<file path="src/rtl/disc_dma_pkg.sv">
package disc_dma_pkg;
  localparam int AW          = 32;
  localparam int NWIN        = 12;
  localparam int BURST_BYTES = 32;

  // Permitted destination windows: first and last 32-byte unit (inclusive)
  localparam logic [AW-1:0] WIN_LO [NWIN] = '{
    32'h0C00_0000, 32'h0070_0000, 32'h1400_0000, 32'h0400_0000,
    32'h0080_0000, 32'h0E00_0000, 32'h0500_0000, 32'h0100_0000,
    32'h0600_0000, 32'h0270_0000, 32'h0700_0000, 32'h0300_0000};
  localparam logic [AW-1:0] WIN_HI [NWIN] = '{
    32'h0CFF_FFE0, 32'h0070_7FE0, 32'h17FF_FFE0, 32'h047F_FFE0,
    32'h009F_FFE0, 32'h0EFF_FFE0, 32'h057F_FFE0, 32'h01FF_FFE0,
    32'h067F_FFE0, 32'h02FF_FFE0, 32'h077F_FFE0, 32'h03FF_FFE0};
endpackage

</file>
<file path="src/rtl/dma_win_check.sv">
module dma_win_check
  import disc_dma_pkg::*;
(
  input  logic [AW-1:0]   addr,
  output logic [NWIN-1:0] hit
);
  for (genvar i = 0; i < NWIN; i++) begin : g_win
    assign hit[i] = (addr >= WIN_LO[i]) && (addr <= WIN_HI[i]);
  end
endmodule

</file>
<file path="src/rtl/dma_xfer_core.sv">
module dma_xfer_core
  import disc_dma_pkg::*;
#(
  parameter int DW = 32,
  parameter int LW = 24
) (
  input  logic          clk,
  input  logic          rst,
  input  logic          go,
  input  logic          legal,
  input  logic [AW-1:0] start_addr,
  input  logic [LW-1:0] len,
  input  logic          drv_dreq,
  input  logic [DW-1:0] drv_data,
  output logic          busy,
  output logic          drv_dack_n,
  output logic [LW-1:0] bytes_left,
  output logic          bus_wvalid,
  output logic [AW-1:0] bus_waddr,
  output logic [DW-1:0] bus_wdata,
  output logic          bus_wlast,
  output logic          accept,
  output logic          ev_done
);
  localparam int BYTES_PER_BEAT = DW / 8;
  localparam int BEATS          = BURST_BYTES / BYTES_PER_BEAT;
  localparam int BW             = (BEATS > 1) ? $clog2(BEATS) : 1;

  logic          in_burst_q;
  logic [BW-1:0] beat_q;
  logic [AW-1:0] cur_q;
  logic          last_beat;

  assign accept    = go && !busy;
  assign last_beat = in_burst_q && (beat_q == BW'(BEATS - 1));
  assign ev_done   = (last_beat && (bytes_left == LW'(BURST_BYTES))) ||
                     (accept && legal && (len == '0));

  always_ff @(posedge clk) begin
    if (rst) begin
      busy       <= 1'b0;
      in_burst_q <= 1'b0;
      beat_q     <= '0;
      cur_q      <= '0;
      bytes_left <= '0;
      drv_dack_n <= 1'b1;
      bus_wvalid <= 1'b0;
      bus_wlast  <= 1'b0;
      bus_waddr  <= '0;
      bus_wdata  <= '0;
    end else begin
      bus_wvalid <= 1'b0;
      bus_wlast  <= 1'b0;
      if (accept) begin
        if (legal && (len != '0)) begin
          busy       <= 1'b1;
          cur_q      <= start_addr;
          bytes_left <= len;
        end
      end else if (busy && !in_burst_q && drv_dreq) begin
        in_burst_q <= 1'b1;
        drv_dack_n <= 1'b0;
        beat_q     <= '0;
      end else if (in_burst_q) begin
        bus_wvalid <= 1'b1;
        bus_wdata  <= drv_data;
        bus_waddr  <= cur_q + AW'(beat_q) * AW'(BYTES_PER_BEAT);
        bus_wlast  <= last_beat;
        beat_q     <= beat_q + 1'b1;
        if (last_beat) begin
          in_burst_q <= 1'b0;
          drv_dack_n <= 1'b1;
          cur_q      <= cur_q + AW'(BURST_BYTES);
          bytes_left <= bytes_left - LW'(BURST_BYTES);
          if (bytes_left == LW'(BURST_BYTES)) busy <= 1'b0;
        end
      end
    end
  end
endmodule

</file>
<file path="src/rtl/dma_irq_gen.sv">
module dma_irq_gen (
  input  logic clk,
  input  logic rst,
  input  logic accept,
  input  logic legal,
  input  logic ev_done,
  input  logic busy,
  input  logic drv_dreq,
  input  logic rom_access,
  output logic irq_end,
  output logic irq_illegal,
  output logic irq_overrun,
  output logic irq_romacc
);
  logic armed_q;   // set by completion, watches the next edge for a stray request
  logic ev_over;

  assign ev_over = armed_q && !busy && !accept && drv_dreq;

  always_ff @(posedge clk) begin
    if (rst) begin
      armed_q     <= 1'b0;
      irq_end     <= 1'b0;
      irq_illegal <= 1'b0;
      irq_overrun <= 1'b0;
      irq_romacc  <= 1'b0;
    end else begin
      irq_end     <= ev_done;
      irq_illegal <= accept && !legal;
      irq_overrun <= ev_over;
      irq_romacc  <= rom_access && busy;
      armed_q     <= ev_done;
    end
  end
endmodule

</file>
<file path="src/rtl/disc_dma_ctrl.sv">
module disc_dma_ctrl
  import disc_dma_pkg::*;
#(
  parameter int DW = 32,
  parameter int LW = 24
) (
  input  logic          clk,
  input  logic          rst,
  input  logic          reg_addr_we,
  input  logic          reg_len_we,
  input  logic [31:0]   reg_wdata,
  input  logic          go,
  output logic [31:0]   start_addr_rd,
  output logic [LW-1:0] bytes_left,
  output logic          busy,
  input  logic          drv_dreq,
  output logic          drv_dack_n,
  input  logic [DW-1:0] drv_data,
  input  logic          rom_access,
  output logic          bus_wvalid,
  output logic [31:0]   bus_waddr,
  output logic [DW-1:0] bus_wdata,
  output logic          bus_wlast,
  output logic          irq_end,
  output logic          irq_illegal,
  output logic          irq_overrun,
  output logic          irq_romacc
);
  logic [28:5]     sa_q;    // no reset: keeps its value across reset
  logic [LW-1:0]   len_q;
  logic [AW-1:0]   sa_full, end_addr;
  logic [NWIN-1:0] hit_s, hit_e;
  logic            legal, accept, ev_done;
  logic            unused_bits;

  assign unused_bits = ^{reg_wdata[31:29], reg_wdata[4:0]};

  always_ff @(posedge clk) begin
    if (reg_addr_we) sa_q <= reg_wdata[28:5];
  end

  always_ff @(posedge clk) begin
    if (rst)             len_q <= '0;
    else if (reg_len_we) len_q <= {reg_wdata[LW-1:5], 5'b0};
  end

  assign sa_full       = {3'b000, sa_q, 5'b00000};
  assign start_addr_rd = sa_full;
  assign end_addr      = (len_q == '0) ? sa_full
                                       : sa_full + AW'(len_q) - AW'(BURST_BYTES);
  assign legal         = |(hit_s & hit_e);

  dma_win_check u_win_s (.addr(sa_full),  .hit(hit_s));
  dma_win_check u_win_e (.addr(end_addr), .hit(hit_e));

  dma_xfer_core #(.DW(DW), .LW(LW)) u_core (
    .clk, .rst, .go, .legal,
    .start_addr(sa_full), .len(len_q),
    .drv_dreq, .drv_data, .busy, .drv_dack_n, .bytes_left,
    .bus_wvalid, .bus_waddr, .bus_wdata, .bus_wlast,
    .accept, .ev_done
  );

  dma_irq_gen u_irq (
    .clk, .rst, .accept, .legal, .ev_done, .busy, .drv_dreq, .rom_access,
    .irq_end, .irq_illegal, .irq_overrun, .irq_romacc
  );
endmodule

</file>
<file path="config.mk">
export PLATFORM = sky130hd
export DESIGN_NAME = disc_dma_ctrl
export DESIGN_NICKNAME = d
export VERILOG_FILES = /design/src/rtl/disc_dma_pkg.sv /design/src/rtl/dma_win_check.sv /design/src/rtl/dma_xfer_core.sv /design/src/rtl/dma_irq_gen.sv /design/src/rtl/disc_dma_ctrl.sv
export SDC_FILE = /design/constraint.sdc
export NUM_CORES = 1
export LEC_CHECK = 0
export ABC_AREA = 0
export BUFFER_PORTS_ARGS = -buffer_cell sky130_fd_sc_hd__buf_2
export CORE_AREA = 3 3 197 199
export DETAILED_ROUTE_END_ITERATION = 16
export DIE_AREA = 0 0 200 202
export PLACE_DENSITY = 0.5
export SYNTH_ARGS = -nofsm -noshare
export SYNTH_HDL_FRONTEND = slang
export SYNTH_HIERARCHICAL = 1
export SYNTH_SLANG_ARGS = --single-unit
</file>
<file path="constraint.sdc">
create_clock -name clk -period 15.2 [get_ports clk]
set_clock_uncertainty 0.15 [all_clocks]
set_input_delay 2.28 -clock clk [delete_from_list [all_inputs] [get_ports clk]]
set_output_delay 2.28 -clock clk [all_outputs]
set_load 0.01 [all_outputs]
</file>
==> metrics.cfg <==
[outcome]
outcome=finished clean

[clock_network]
cts_hold_buf=0
cts-root-buf=clkbuf_16
cts_tree=built
cts_buffers=17
clock_path_buffers=2
clk_latency_ps=450
path_clk_slew_ps=70
htreeDepth=4
cts_setup_buffers=0
cts.sinks=175
postCtsResizedCells=0

[placed_design]
port_buffers=182
place_hpwl_um=26420
place_ws_ps=8585
gp_congestion=0.8785
dp.cells=2032
dpl_cell_area_mm2=0.01238

[pwr]
power_density_mw_per_mm2=90.80
comb_power_share=0.209
switching_share=0.3290
power_mw=1.174
p_seq_frac=0.425
vdd_drop_max_uv=79.04
p_clk_frac=0.367
p_sw_mw=0.3863
p_leak_nw=5.299
internal-power_mw=0.7878

[worst_setup_path]
end_kind=register
worstPathRequired_ps=15330
reg2reg_slack_ps=8460
r2r_cells=22
r2r-start=len_q[6]
r2r-end=u_core/bytes_left[6]
start_kind=register
critPathKind=reg2reg
arrival_ps=6870
crit_fanout=35

[timing]
min_period_ps=6736
fin_crit_sh=0.4432
setup_tns_ps=0
clock.fmax_mhz=148.4
setup_violations=0
rsz0062_at_grt=no
whs_ps=298.7
worst_slew_pin_slew_ps=1218
slew_viol_final=0
final_hold_viol_count=0
maxSlewHeadroom=0.1806
setup_slack_ps=8464

[route]
num_vias=10830
wirelength_um=37220
wl_met2_um=17370
drt_iter0_markers=760
first_pass_iters=5
m1WireLength_um=17180
ant_nets=0
vias_per_cell=5.247
post-route-drc-count=0
wl_per_cell_um=18.04
routed.top_layer=met4
wl_met3_um=1926

[synthesis]
synthTopCellsByArea=dfxtp_1, edfxtp_1, ha_1
ys_types=84
syn_inst=1385
syn_avg_cell_area_um2=8.000
ys.flop_type=dfxtp_1
async_flop_share=0
synth_top_area_frac=0.2728
ys_ff_latch=175
synth_enable_flop_cells=24
mappedNetlistArea_mm2=0.01108
seq_area_frac_synth=0.3379
post-synth-top-area-cell=dfxtp_1
ys_warn_count=6

[final_layout]
drive_gt1_frac=0.1720
post-route-cell-area_mm2=0.01293
instances_no_fill=2063
nets=1663
diodes=0
syn2layout_area_growth_pct=16.69
final_core_util=0.3457

[min_path]
hp-class=reg2reg
holdPathStages=2
hold_path_end=u_core/bus_waddr[1]
worstHoldStart=u_core/cur_q[1]

[die]
die_h_um=202
io_pins=199
core_mm2=0.03740
start_util=0.2963
rows=71
dieWidth_um=200
die-area_mm2=0.04040

[grt]
grt_pass1_wl_um=58520
grt_max_degree=92
grtUsageTotal=0.1822
grt_pass1_vias=10060
gr-total-overflow=0
antenna_found_initial=0

[job]
maxCapViolCount=0

flip-flops by register name, summed over array words and instances, names as in the netlist, 3 cells and up:
signal / flops
u_core/bus_waddr: 32
len_q: 19
u_core/bytes_left: 24
u_core/beat_q: 3
u_core/bus_wdata: 32
u_core/cur_q: 32
sa_q: 24
cells in the final DEF, fill, tap and decap left out, types with 5 or more instances in the layout:
| cell | count |
|---|---|
| buf_2 | 181 |
| nand2_1 | 165 |
| dfxtp_1 | 151 |
| a21oi_1 | 124 |
| nor2_1 | 118 |
| inv_1 | 94 |
| ha_1 | 50 |
| conb_1 | 47 |
| nor3_1 | 46 |
| nor4_1 | 41 |
| o21ai_0 | 41 |
| mux2i_1 | 33 |
| nand3_1 | 31 |
| o31ai_1 | 30 |
| xnor2_1 | 28 |
| o311ai_0 | 26 |
| nand4_1 | 24 |
| edfxtp_1 | 24 |
| a211oi_1 | 23 |
| or3_1 | 17 |
| clkbuf_16 | 17 |
| a31oi_1 | 16 |
| and3_1 | 14 |
| a21o_1 | 13 |
| or4_1 | 13 |
| buf_4 | 13 |
| a22oi_1 | 11 |
| xor2_1 | 10 |
| o32ai_1 | 8 |
| and2_1 | 6 |
| nand2b_1 | 6 |
| a211o_1 | 5 |
| a221oi_1 | 5 |
| nor4b_1 | 5 |
| and4_1 | 5 |
| nor2b_1 | 5 |
area by class of cell:
cell class / count / area [um^2]
sequential: 175 / 3744
inverter: 97 / 369.1
timing repair buffer: 194 / 1003
tap: 511 / 639.4
clock inverter: 13 / 125.1
clock buffer: 18 / 429.2
fill: 4008 / 24470
multi-input combinational: 1055 / 6620
cells in the mapped netlist, drive strengths merged, types with 4 or more instances:
cell    instances
or4            15
buf            26
ha             50
nand2         166
xnor2          28
xor2           10
nor3b           4
and4            6
nor4           46
nor3           50
edfxtp         24
a211o           6
nand3          32
o21a            4
nor4b           7
a21o           14
nor2b           5
o21bai          4
nand4          25
o31ai          31
a221oi          5
a21oi         124
and2            9
a31oi          16
clkbuf         77
a211oi         24
nand2b          6
o21ai          43
and3           17
inv            97
nor2          121
mux2i          33
a22oi          11
o311ai         26
a22o            4
o32ai           9
a32oi           4
dfxtp         151
or3            19
power by group through the flow:
stage / clock network, mW / registers, mW / logic (mW)
after floorplan: 0 / 0.501 / 0.181
after global placement: 0 / 0.510 / 0.240
after detailed placement: 0 / 0.510 / 0.242
after CTS: 0.447 / 0.499 / 0.244
after global routing: 0.465 / 0.500 / 0.277
final: 0.430 / 0.499 / 0.245
worst max path at each step:
stage             start                     to  slack [ps]
3_3_place_gp   len_q[6]       u_core/cur_q[27]        8740
4_1_cts         sa_q[6]  u_core/bytes_left[22]        8570
6_report       len_q[6]   u_core/bytes_left[6]        8460
3_5_place_dp    sa_q[6]   u_core/bytes_left[6]        8590
5_1_grt        len_q[6]  u_core/bytes_left[18]        8000
2_1_floorplan   sa_q[6]  u_core/bytes_left[10]       10050
worst max-delay path, stage by stage, from the launching register on:
cell and delay, ps:
dfxtp_1 500, inv_1 80, ha_1 280, inv_1 40
ha_1 220, fa_1 420, a21o_1 210, a221oi_1 530
nor2_1 180, o21ai_1 360, a21oi_1 110, nor4b_1 560
nor4_1 140, nand2_1 160, or3_1 200, nor4_2 70
a22o_1 250, a221oi_1 220, nand3_1 280, nand2_1 200
nand2_1 370, nand2_2 830, a211oi_1 200
layer usage:
layer | global-route usage | vias to the layer above
met4 | 0.04985 | 0
li1 | - | 5301
met1 | 0.2509 | 5164
met3 | 0.03001 | 38
met2 | 0.2948 | 322
met5 | 0 | -
kinds of logic after synthesis:
| family | count (synthesis) | share of synthesized area |
|---|---|---|
| flip-flops | 175 | 0.3379 |
| adder cells (fa/ha/maj) | 52 | 0.06007 |
| other | 1 | 0.0003384 |
| XOR/XNOR | 38 | 0.03004 |
| buffers and inverters | 201 | 0.08311 |
| multiplexers | 35 | 0.03184 |
| AO/OA/AOI/OAI | 348 | 0.2097 |
| AND/OR/NAND/NOR | 535 | 0.2471 |
Note: power is estimated with default switching activity, not from simulation.
